## src/rtl/vl_seq_pkg.sv

```systemverilog
package vl_seq_pkg;

  // Strobes from the control FSM to the datapath registers
  typedef struct packed {
    logic load;       // capture n, set up first chunk
    logic step;       // advance element offset inside chunk
    logic nextChunk;  // move base, reload full length
    logic finish;     // operation complete
  } seqStrobe_t;

  typedef enum logic {
    ST_IDLE = 1'b0,
    ST_RUN  = 1'b1
  } seqState_e;

endpackage

```

## src/rtl/vl_seq_dp.sv

```systemverilog
module vl_seq_dp
  import vl_seq_pkg::*;
#(
  parameter int MVL = 64,
  parameter int N_W = 16,
  localparam int VL_W = $clog2(MVL + 1),
  localparam int OFF_W = (MVL > 1) ? $clog2(MVL) : 1
) (
  input  logic             clk,
  input  logic             rstN,
  input  logic [N_W-1:0]   nI,
  input  seqStrobe_t       strb,
  output logic             nZero,
  output logic             chunkEnd,
  output logic             lastChunk,
  output logic [VL_W-1:0]  vlO,
  output logic [N_W-1:0]   baseO,
  output logic [N_W-1:0]   elemIdxO
);

  logic [N_W-1:0]   nQ;
  logic [N_W-1:0]   baseQ;
  logic [VL_W-1:0]  vlQ;
  logic [OFF_W-1:0] offQ;

  logic [N_W-1:0]   remFull;
  logic [VL_W-1:0]  firstLen;
  logic [N_W:0]     chunkTop;

  // Remainder chunk goes first; a zero remainder means a full first chunk
  always_comb begin
    remFull  = nI % N_W'(MVL);
    firstLen = (remFull == '0) ? VL_W'(MVL) : VL_W'(remFull);
    nZero    = (nI == '0);
  end

  always_comb begin
    chunkEnd  = (VL_W'(offQ) == (vlQ - VL_W'(1)));
    chunkTop  = (N_W+1)'(baseQ) + (N_W+1)'(vlQ);
    lastChunk = (chunkTop == (N_W+1)'(nQ));
  end

  always_ff @(posedge clk) begin
    if (!rstN) begin
      nQ    <= '0;
      baseQ <= '0;
      vlQ   <= '0;
      offQ  <= '0;
    end else if (strb.load) begin
      nQ    <= nI;
      baseQ <= '0;
      vlQ   <= nZero ? '0 : firstLen;
      offQ  <= '0;
    end else if (strb.nextChunk) begin
      baseQ <= N_W'(chunkTop);
      vlQ   <= VL_W'(MVL);
      offQ  <= '0;
    end else if (strb.step) begin
      offQ  <= offQ + OFF_W'(1);
    end
  end

  assign vlO      = vlQ;
  assign baseO    = baseQ;
  assign elemIdxO = baseQ + N_W'(offQ);

endmodule

```

## src/rtl/vl_seq_ctrl.sv

```systemverilog
module vl_seq_ctrl
  import vl_seq_pkg::*;
(
  input  logic       clk,
  input  logic       rstN,
  input  logic       startI,
  input  logic       readyI,
  input  logic       nZero,
  input  logic       chunkEnd,
  input  logic       lastChunk,
  output seqStrobe_t strb,
  output logic       elemValid,
  output logic       doneO
);

  seqState_e stateQ, stateD;
  logic      accept;
  logic      doneQ;

  assign elemValid = (stateQ == ST_RUN);
  assign accept    = elemValid && readyI;

  always_comb begin
    strb   = '0;
    stateD = stateQ;
    unique case (stateQ)
      ST_IDLE: begin
        if (startI) begin
          strb.load = 1'b1;
          if (nZero) strb.finish = 1'b1;
          else       stateD      = ST_RUN;
        end
      end
      ST_RUN: begin
        if (accept) begin
          if (!chunkEnd) begin
            strb.step = 1'b1;
          end else if (lastChunk) begin
            strb.finish = 1'b1;
            stateD      = ST_IDLE;
          end else begin
            strb.nextChunk = 1'b1;
          end
        end
      end
      default: stateD = ST_IDLE;
    endcase
  end

  always_ff @(posedge clk) begin
    if (!rstN) begin
      stateQ <= ST_IDLE;
      doneQ  <= 1'b0;
    end else begin
      stateQ <= stateD;
      doneQ  <= strb.finish;
    end
  end

  assign doneO = doneQ;

endmodule

```

## src/rtl/vl_seq.sv

```systemverilog
module vl_seq
  import vl_seq_pkg::*;
#(
  parameter int MVL = 64,
  parameter int N_W = 16,
  localparam int VL_W = $clog2(MVL + 1)
) (
  input  logic            clk,
  input  logic            rstN,
  input  logic            startI,
  input  logic [N_W-1:0]  nI,
  input  logic            readyI,
  output logic [VL_W-1:0] vlO,
  output logic [N_W-1:0]  baseO,
  output logic            elemValidO,
  output logic [N_W-1:0]  elemIdxO,
  output logic            doneO
);

  seqStrobe_t strb;
  logic nZero, chunkEnd, lastChunk;

  vl_seq_ctrl uCtrl (
    .clk       (clk),
    .rstN      (rstN),
    .startI    (startI),
    .readyI    (readyI),
    .nZero     (nZero),
    .chunkEnd  (chunkEnd),
    .lastChunk (lastChunk),
    .strb      (strb),
    .elemValid (elemValidO),
    .doneO     (doneO)
  );

  vl_seq_dp #(.MVL(MVL), .N_W(N_W)) uDp (
    .clk       (clk),
    .rstN      (rstN),
    .nI        (nI),
    .strb      (strb),
    .nZero     (nZero),
    .chunkEnd  (chunkEnd),
    .lastChunk (lastChunk),
    .vlO       (vlO),
    .baseO     (baseO),
    .elemIdxO  (elemIdxO)
  );

endmodule

```

## config.mk

```make
export PLATFORM = sky130hd
export DESIGN_NAME = vl_seq
export DESIGN_NICKNAME = d
export VERILOG_FILES = /design/src/rtl/vl_seq_pkg.sv /design/src/rtl/vl_seq_dp.sv /design/src/rtl/vl_seq_ctrl.sv /design/src/rtl/vl_seq.sv
export SDC_FILE = /design/constraint.sdc
export NUM_CORES = 1
export LEC_CHECK = 0
export ABC_AREA = 1
export CAP_MARGIN = 20
export CORE_MARGIN = 10
export CORE_UTILIZATION = 55
export CTS_CLUSTER_SIZE = 12
export DETAILED_ROUTE_END_ITERATION = 6
export DONT_BUFFER_PORTS = 1
export PLACE_DENSITY = 0.69
export REMOVE_ABC_BUFFERS = 1
export SLEW_MARGIN = 5
export SYNTH_ARGS = -nofsm -noshare
export SYNTH_HDL_FRONTEND = slang
export SYNTH_SLANG_ARGS = --single-unit
```

## constraint.sdc

```tcl
create_clock -name clk -period 3.15 [get_ports clk]
set_input_delay 0.1575 -clock clk [delete_from_list [all_inputs] [get_ports clk]]
set_output_delay 0.1575 -clock clk [all_outputs]
set_load 0.01 [all_outputs]
```

Word level (Yosys, flattened, before mapping)
Index checks and enable logic that the tools add are counted.

Eq/ne operators: 2. Reductions and logical operators: 6. Muxes and demuxes: 20. $add $sub $neg: 4. Bitwise operators: 2.

Operators by type and width (count): 16-bit logical NOT (2); 7-bit 2-to-1 mux (4); 16-bit by 7-bit adder with 17-bit output (1); 17-bit by 16-bit == test with 1-bit output (1); 16-bit by 6-bit adder with 16-bit output (1); 1-bit 2-to-1 mux (11); 6-bit by 7-bit == test with 1-bit output (1); 7-bit by 1-bit subtractor with 7-bit output, second input constant (1); 6-bit by 1-bit adder with 6-bit output, second input constant (1); 2-bit 2-to-1 mux (2); 1-bit one-hot mux with 2 select lines (2); 3-bit 2-to-1 mux (1); 3-bit OR reduction (1); 1-bit inverter (2); 2-bit nonzero test (1); 2-bit OR reduction (1); 1-bit logical AND (1).

Input port bits: 20. Word-level logic and storage cells: 40. Flip-flop bits (word level): 47.

Depth between registers and ports, before layout
Gate-level depths: netlist (run 1).

Word-level depth: 8. Gate-level depth with buffers: 21.

Cells and area by module
A second synthesis (run 1) with hierarchy kept.

Cells, all modules: 507. Area, all modules: 3342.0 um^2.

Modules (own cells, without submodules): vl_seq_dp (area an instance 3213.1 um^2, cells an instance 487, instances 1, sequential area each 900.9 um^2); vl_seq_ctrl (area an instance 128.9 um^2, cells an instance 20, instances 1, sequential area each 40.0 um^2).

Worst setup path after synthesis (run 1)
OpenSTA, ideal clock, no wires.

Path kind: reg-to-reg. Start point: register uDp.vlQ[0], in the netlist uDp.vlO[0]. End point: register uDp.baseQ[8], in the netlist uDp.baseO[8]. Cell stages (with the launch flop): 19. Slack: 580 ps. Data arrival time: 2455 ps. Data required time: 3035 ps. Cell sequence: dfxtp_1 ha_1 inv_1 fa_1 inv_1 nand2_1 nand2_1 nand3_1 nand2_1 nand2_1 nand3b_1 nand2_1 nor2_1 nand2_1 nor2_2 nand3_2 buf_2 a21oi_1 nor2_1.

Longest elaborated chain between the ends: 6.

Ends and longest elaborated chain: from (decl) (line vl_seq_dp.sv:23) `logic [VL_W-1:0] vlQ;`; from (signal assigned) (line vl_seq_dp.sv:52) `vlQ <= nZero ? '0 : firstLen;`; from (signal assigned) (line vl_seq_dp.sv:56) `vlQ <= VL_W'(MVL);`; 16-bit by 7-bit adder with 17-bit output (line vl_seq_dp.sv:39) `chunkTop = (N_W+1)'(baseQ) + (N_W+1)'(vlQ);`; 17-bit by 16-bit == test with 1-bit output (line vl_seq_dp.sv:40) `lastChunk = (chunkTop == (N_W+1)'(nQ));`; 1-bit 2-to-1 mux (line vl_seq_ctrl.sv:38) `end else if (lastChunk) begin`; 2-bit 2-to-1 mux (line vl_seq_ctrl.sv:36) `if (!chunkEnd) begin`; 3-bit 2-to-1 mux (line vl_seq_ctrl.sv:35) `if (accept) begin`; 2-bit 2-to-1 mux (line vl_seq_ctrl.sv:26) `unique case (stateQ)`; to (signal assigned) (line vl_seq_dp.sv:55) `baseQ <= N_W'(chunkTop);`; to (decl) (line vl_seq_dp.sv:22) `logic [N_W-1:0] baseQ;`.

Several ways; a longest one is shown, not always the timed one. A chain may end at the register's enable or synchronous reset.

Worst setup path after layout (run 1)
Start point: register uDp.baseQ[0], in the netlist uDp.baseO[0]. End point: output port elemIdxO[14].

Longest elaborated chain between the ends: 1.

Ends and longest elaborated chain: 16-bit by 6-bit adder with 16-bit output (line vl_seq_dp.sv:65) `assign elemIdxO = baseQ + N_W'(offQ);`; to (decl) (line vl_seq.sv:16) `output logic [N_W-1:0] elemIdxO,`.

No other way between the ends.

==> results of run 1 <==
==> cell type report <==
class	count	area share, %
tap	80	2.48
clock inverter	3	1.15
clock buffer	5	1.70
timing repair buffer	21	4.21
inverter	73	6.78
multi-input combinational	475	60.4
sequential	47	23.3
==> routing by layer <==
| layer | vias to the layer above | part of all wire [%] |
|---|---|---|
| met5 | - | 0 |
| met4 | 0 | 1.6 |
| met3 | 17 | 10 |
| met2 | 167 | 41 |
| met1 | 1719 | 47 |
| li1 | 1980 | - |
==> through the flow <==
step | area, sq um | power [mW]
after floorplan | 3650 | 0.819
after global placement | 3870 | 0.878
after detailed placement | 3870 | 0.882
after CTS | 4040 | 1.35
after global routing | 4040 | 1.41
final | 4040 | 1.35
==> kinds of logic after synthesis <==
group | after synthesis | synth area share (%)
DFF | 47 | 25.1
muxes | 1 | 0.301
xor gates and xnor gates | 29 | 6.78
and+or+nand+nor | 377 | 45.0
buffers and inverters | 89 | 9.69
adders and majority gates | 17 | 6.08
AOI/OAI and AO/OA | 51 | 7.02
==> worst reg2reg max path, delay by kind of cell (launching register included) <==
kind	cells	cell delay, ps
adders and majority gates	2	590
buffers and inverters	3	430
DFF	1	340
and+or+nand+nor	15	1380
==> how the worst max path moves through the flow <==
| stage | startpoint | slack, ps | end |
|---|---|---|---|
| final | uDp.baseO[0] | 230 | elemIdxO[14] |
| after global routing | uDp.baseO[0] | 20 | elemIdxO[14] |
| after CTS | uDp.offQ[2] | 130 | elemIdxO[13] |
| after detailed placement | uDp.vlO[0] | 350 | uDp.baseO[4] |
| after global placement | uDp.vlO[0] | 460 | uDp.baseO[4] |
| after floorplan | uDp.vlO[0] | 360 | uDp.baseO[4] |
==> sequential cells by signal (all words and copies together) (netlist names) <==
| register | count |
|---|---|
| uDp.offQ | 6 |
| uCtrl.doneO | 1 |
| uDp.vlO | 7 |
| uDp.nQ | 16 |
| uDp.baseO | 16 |
| uCtrl.elemValid | 1 |
==> where the power goes <==
part,switching (mW),internal [mW],total [mW]
clock,0.234,0.240,0.474
sequential,0.0212,0.618,0.639
combinational,0.149,0.0904,0.239
==> cell usage in the layout, fill, tap and decap left out, types with 6 or more instances in the layout <==
| cell | count |
|---|---|
| inv_1 | 67 |
| xnor2_1 | 11 |
| ha_1 | 15 |
| nand3_1 | 87 |
| nor2_1 | 79 |
| nand3b_1 | 11 |
| dfxtp_1 | 47 |
| nand2_1 | 166 |
| xor2_1 | 18 |
| a21oi_1 | 31 |
| nand4_1 | 6 |
| o21ai_0 | 16 |
| nand2_2 | 6 |
| buf_4 | 16 |
==> repair_timing <==
action	CTS	global route
buffers inserted	0	0
resized for setup	0	1
setup endpoints to repair	0	3
hold buffers	5	0
hold endpoints to repair	10	0
==> results.py, run 1 <==
metrics = {
    "timing": {
        "fin_tns_setup_ps": 0,
        "fin_skew_ps": 8.56,
        "hold_ws_ps": 2.08,
        "finalHoldViolCount": 0,
        "drv_slew": 0,
        "timing.fmax_ghz": 0.343,
        "final.setup.worst_slack_ps": 232,
        "worst_slew_pin_slew_ps": 487,
        "min_period_ps": 2920,
        "finalSetupViolations": 0,
        "slew-limit-headroom_pct": 67.4,
        "period_share_pct": 92.6,
        "rsz0062_at_grt": "false",
    },
    "logic_synthesis": {
        "netlist_instances": 611,
        "avgSynthCellArea_sq_um": 6.13,
        "synth-seq-area-share_pct": 25.1,
        "yosysMostFrequentCell": "nand2_1",
        "yosys.cell_types.count": 33,
        "synth_area_sq_mm": 0.00374,
        "synth_warnings": 0,
        "asyncSetResetFlopFracSynth_pct": 0,
        "synth.area.top_cells": "dfxtp_1 25%, nand2_1 17%, nand3_1 12%",
        "synth_top_area_share_pct": 25.1,
        "synth_flop_cell": "dfxtp_1",
        "yosysTopAreaCell": "dfxtp_1",
        "synth-seq-cells": 47,
        "synth_edf_count": 0,
        "synth_commonest_cells": "166 x nand2_1, 87 x nand3_1, 79 x nor2_1",
    },
    "global_routing": {
        "grt_pass1_wl_mm": 17.4,
        "grt_overflow": 0,
        "grt_max_degree": 35,
        "antenna_found_initial": 0,
        "grt-busiest-layer": "met2",
        "gr-usage-all-layers_pct": 20.8,
        "use_met3_pct": 4.76,
        "grt_pass1_vias": 3586,
        "grtUsageMet2_pct": 31.1,
        "groute.layer.met1.usage_pct": 28.8,
    },
    "cts": {
        "clk_pin_slew_ps": 100,
        "clockBufferDepth": 2,
        "h-tree-depth": 2,
        "worstSkewPairLatency_ps": 310,
        "cts_buffers": 5,
        "cts_sinks": 47,
        "cts-root-buf": "clkbuf_8",
        "tritoncts": "built",
    },
    "worst_hold_path": {
        "hp-class": "input port to register",
        "hold_start": "nI[11]",
        "hold_end": "uDp.nQ[11]",
        "worstHoldPathCells": 2,
    },
    "worst_setup_path": {
        "worstSetupPathType": "register to primary output",
        "cp_max_fo": 3,
        "arrival_ps": 2760,
        "cp.depth": 11,
        "start_kind": "register",
        "slowest_stage": "fa_1",
        "regToRegEndpoint": "uDp.baseO[4]",
        "crit_top_cell": "nor2_1",
        "rrSetupSlack_ps": 300,
        "path_cells": "buf_4 > ha_1 > inv_1 > fa_1 > o21ai_0 > a21oi_1 > nor2_1 > o211ai_1 > nor2_1 > nand2_1 > xor2_1",
        "r2r_start": "uDp.vlO[0]",
        "cp_num_buf_inv": 2,
        "cpLargestDelayFamily": "compound AO/OA/AOI/OAI gates",
        "cp-end-kind": "primary output",
        "crit_required_ps": 2990,
        "cpPeakStageDelay_ps": 410,
        "rr_worst_depth": 20,
    },
    "cells_and_area": {
        "multi_input_area_sq_mm": 0.00244,
        "seqCellArea_sq_um": 941,
        "utilization_pct": 60.1,
        "drive_gt1_share_pct": 8.01,
        "fin_nets": 660,
        "fillCellCount": 664,
        "area_growth_pct": 7.92,
        "n_antenna_cell": 0,
        "stdcell_count": 704,
    },
    "pwr": {
        "ir_drop_v": 0.000205,
        "p_leak_nw": 1.91,
        "pwr_density_cell_mw_per_mm2": 335,
    },
    "place": {
        "place.gp.congestion": 0.972,
        "port_buffers": 0,
        "dp_worst_setup_slack_ps": 347,
        "placed_cells": 691,
        "post-dp-hpwl_mm": 8.71,
    },
    "floorplan": {
        "die_y_microns": 103,
        "initial_core_util_pct": 55.7,
        "rows": 30,
        "die_area_sq_mm": 0.0105,
        "core_area_sq_mm": 0.00672,
        "ioPinCount": 61,
        "die_w_microns": 103,
    },
    "routing": {
        "num_vias": 3883,
        "viasPerCell": 5.52,
        "drt-total-wl_mm": 10.9,
        "drt_iter0_markers": 333,
        "wl_per_cell_microns": 15.5,
        "drc_errors": 0,
        "drt_first_pass_iters": 5,
        "antenna_left": 0,
    },
    "status": {
        "status": "finished clean",
    },
    "flow_run": {
        "cap_viol_max_count": 0,
    },
}
Power figures use the tool's default switching activity.
==> run 2, diff against run 1 <==
PLACE_DENSITY = 0.73   (was 0.69)
==> results.py, run 2 (synthesis results as in run 1) <==
metrics = {
    "global_routing": {
        "grt_max_degree": 31,
        "grt_pass1_wl_mm": 17.5,
        "antenna_found_initial": 0,
        "grt_pass1_vias": 3572,
        "grt_overflow": 0,
        "gr-usage-all-layers_pct": 20.7,
    },
    "timing": {
        "slew-limit-headroom_pct": 72.3,
        "finalSetupViolations": 0,
        "drv_slew": 0,
        "finalHoldViolCount": 0,
        "period_share_pct": 94.0,
        "worst_slew_pin_slew_ps": 415,
        "timing.fmax_ghz": 0.338,
        "fin_skew_ps": 11.2,
        "fin_tns_setup_ps": 0,
        "rsz0062_at_grt": "false",
        "hold_ws_ps": 24.5,
        "min_period_ps": 2960,
    },
    "cts": {
        "h-tree-depth": 2,
        "worstSkewPairLatency_ps": 320,
        "clockBufferDepth": 2,
        "clk_pin_slew_ps": 90,
        "cts-root-buf": "clkbuf_8",
        "cts_buffers": 5,
        "tritoncts": "built",
        "cts_sinks": 47,
    },
    "worst_setup_path": {
        "arrival_ps": 2800,
        "slowest_stage": "fa_1",
        "path_cells": "buf_4 > ha_1 > inv_1 > fa_1 > o21ai_0 > a21oi_1 > nor2_1 > o211ai_1 > nor2_1 > nand2_1 > xor2_1",
        "crit_top_cell": "nor2_1",
        "cpPeakStageDelay_ps": 400,
        "cpLargestDelayFamily": "compound AO/OA/AOI/OAI gates",
        "start_kind": "register",
        "worstSetupEndpoint": "elemIdxO[14]",
        "cp_num_buf_inv": 2,
        "crit_required_ps": 2990,
        "cp_max_fo": 3,
        "startpoint": "uDp.baseO[0]",
        "rr_worst_depth": 20,
        "cp-end-kind": "primary output",
        "regToRegEndpoint": "uDp.baseO[4]",
        "rrSetupSlack_ps": 280,
        "cp.depth": 11,
        "r2r_start": "uDp.vlO[0]",
        "worstSetupPathType": "register to primary output",
    },
    "cells_and_area": {
        "mostFrequentLayoutCells": "166 x nand2_1, 87 x nand3_1, 79 x nor2_1",
        "drive_gt1_share_pct": 7.85,
        "design_area_sq_mm": 0.00403,
        "area_growth_pct": 7.65,
        "fin_nets": 660,
        "n_antenna_cell": 0,
        "final_common_cell": "nand2_1",
        "fillCellCount": 689,
    },
    "routing": {
        "drt_first_pass_iters": 6,
        "antenna_left": 0,
        "drc_errors": 0,
        "viasPerCell": 5.57,
        "drt-total-wl_mm": 10.8,
        "num_vias": 3919,
        "wl_per_cell_microns": 15.3,
        "drt_iter0_markers": 459,
    },
    "pwr": {
        "p_leak_nw": 1.90,
        "ir_drop_v": 0.000274,
        "pwr_density_cell_mw_per_mm2": 321,
    },
    "status": {
        "status": "finished clean",
    },
    "floorplan": {
        "die_y_microns": 103,
        "ioPinCount": 61,
        "die_area_sq_mm": 0.0105,
        "initial_core_util_pct": 55.7,
        "rows": 30,
        "die_w_microns": 103,
        "core_area_sq_mm": 0.00672,
    },
    "place": {
        "port_buffers": 0,
        "place.gp.congestion": 0.980,
        "post-dp-hpwl_mm": 8.52,
        "dpl_cell_area_sq_mm": 0.00387,
    },
    "worst_hold_path": {
        "hp-class": "input port to register",
    },
    "flow_run": {
        "cap_viol_max_count": 0,
    },
}
[run 2: changes by cell type in the layout (fill, tap and decap cells not counted), sizes merged]
cell	previous run	this run
bufinv	1	0
clkinv	1	2
inv	73	72
buf	16	15
clkbuf	5	6
dlygate4sd3	5	6
[run 2: through the flow]
| stage | instances | setup WS [ps] | utilization [%] | total power, mW |
|---|---|---|---|---|
| 2_1_floorplan | 595 | 362 | - | 0.819 |
| 5_1_grt | 704 | 9.80 | 60.0 | 1.35 |
| 4_1_cts | 704 | 123 | 59.9 | 1.29 |
| 3_3_place_gp | 690 | 462 | 57.6 | 0.876 |
| 3_5_place_dp | 690 | 312 | 57.6 | 0.880 |
| 6_report | 704 | 190 | 60.0 | 1.29 |
[run 2: worst min path at each step]
stage                     slack, ps         end  cells past startpoint  startpoint
after global placement          300  uDp.nQ[14]                      2      nI[14]
after floorplan                 290  uDp.nQ[11]                      2      nI[11]
final                            20  uDp.vlO[5]                      2        rstN
after global routing             30  uDp.vlO[2]                      2        rstN
after CTS                        30  uDp.vlO[5]                      2        rstN
after detailed placement        300   uDp.nQ[8]                      2        rstN
[run 2: repair_timing]
action	in CTS	in global routing
resized for setup	0	2
hold buffers	6	0
buffers inserted	0	0
hold endpoints to repair	10	0
endpoints found under the setup margin	0	3
[run 2: where the power goes]
part	switching [mW]	leakage (nW)	total, mW	internal, mW
Combinational	0.149	1.47	0.241	0.0913
Clock	0.232	0.0474	0.412	0.180
Sequential	0.0221	0.383	0.640	0.617
Total	0.404	1.90	1.29	0.889
[run 2: layout make-up]
class | instances | area (sq um) | area share (%)
multi-input cells | 475 | 2440 | 60.5
flip-flops and latches | 47 | 941 | 23.3
inverters | 73 | 274 | 6.80
repair buffers | 21 | 176 | 4.38
well taps | 80 | 100 | 2.48
clock buffers | 6 | 82.6 | 2.05
clock inverters | 2 | 16.3 | 0.404
[run 2: routing by layer]
layer	up-vias	share of wire, %	track usage (%)
li1	1980	-	-
met3	15	9.8	4.56
met4	0	1.2	3.58
met2	174	43	31.4
met5	-	0	0
met1	1750	46	29.7
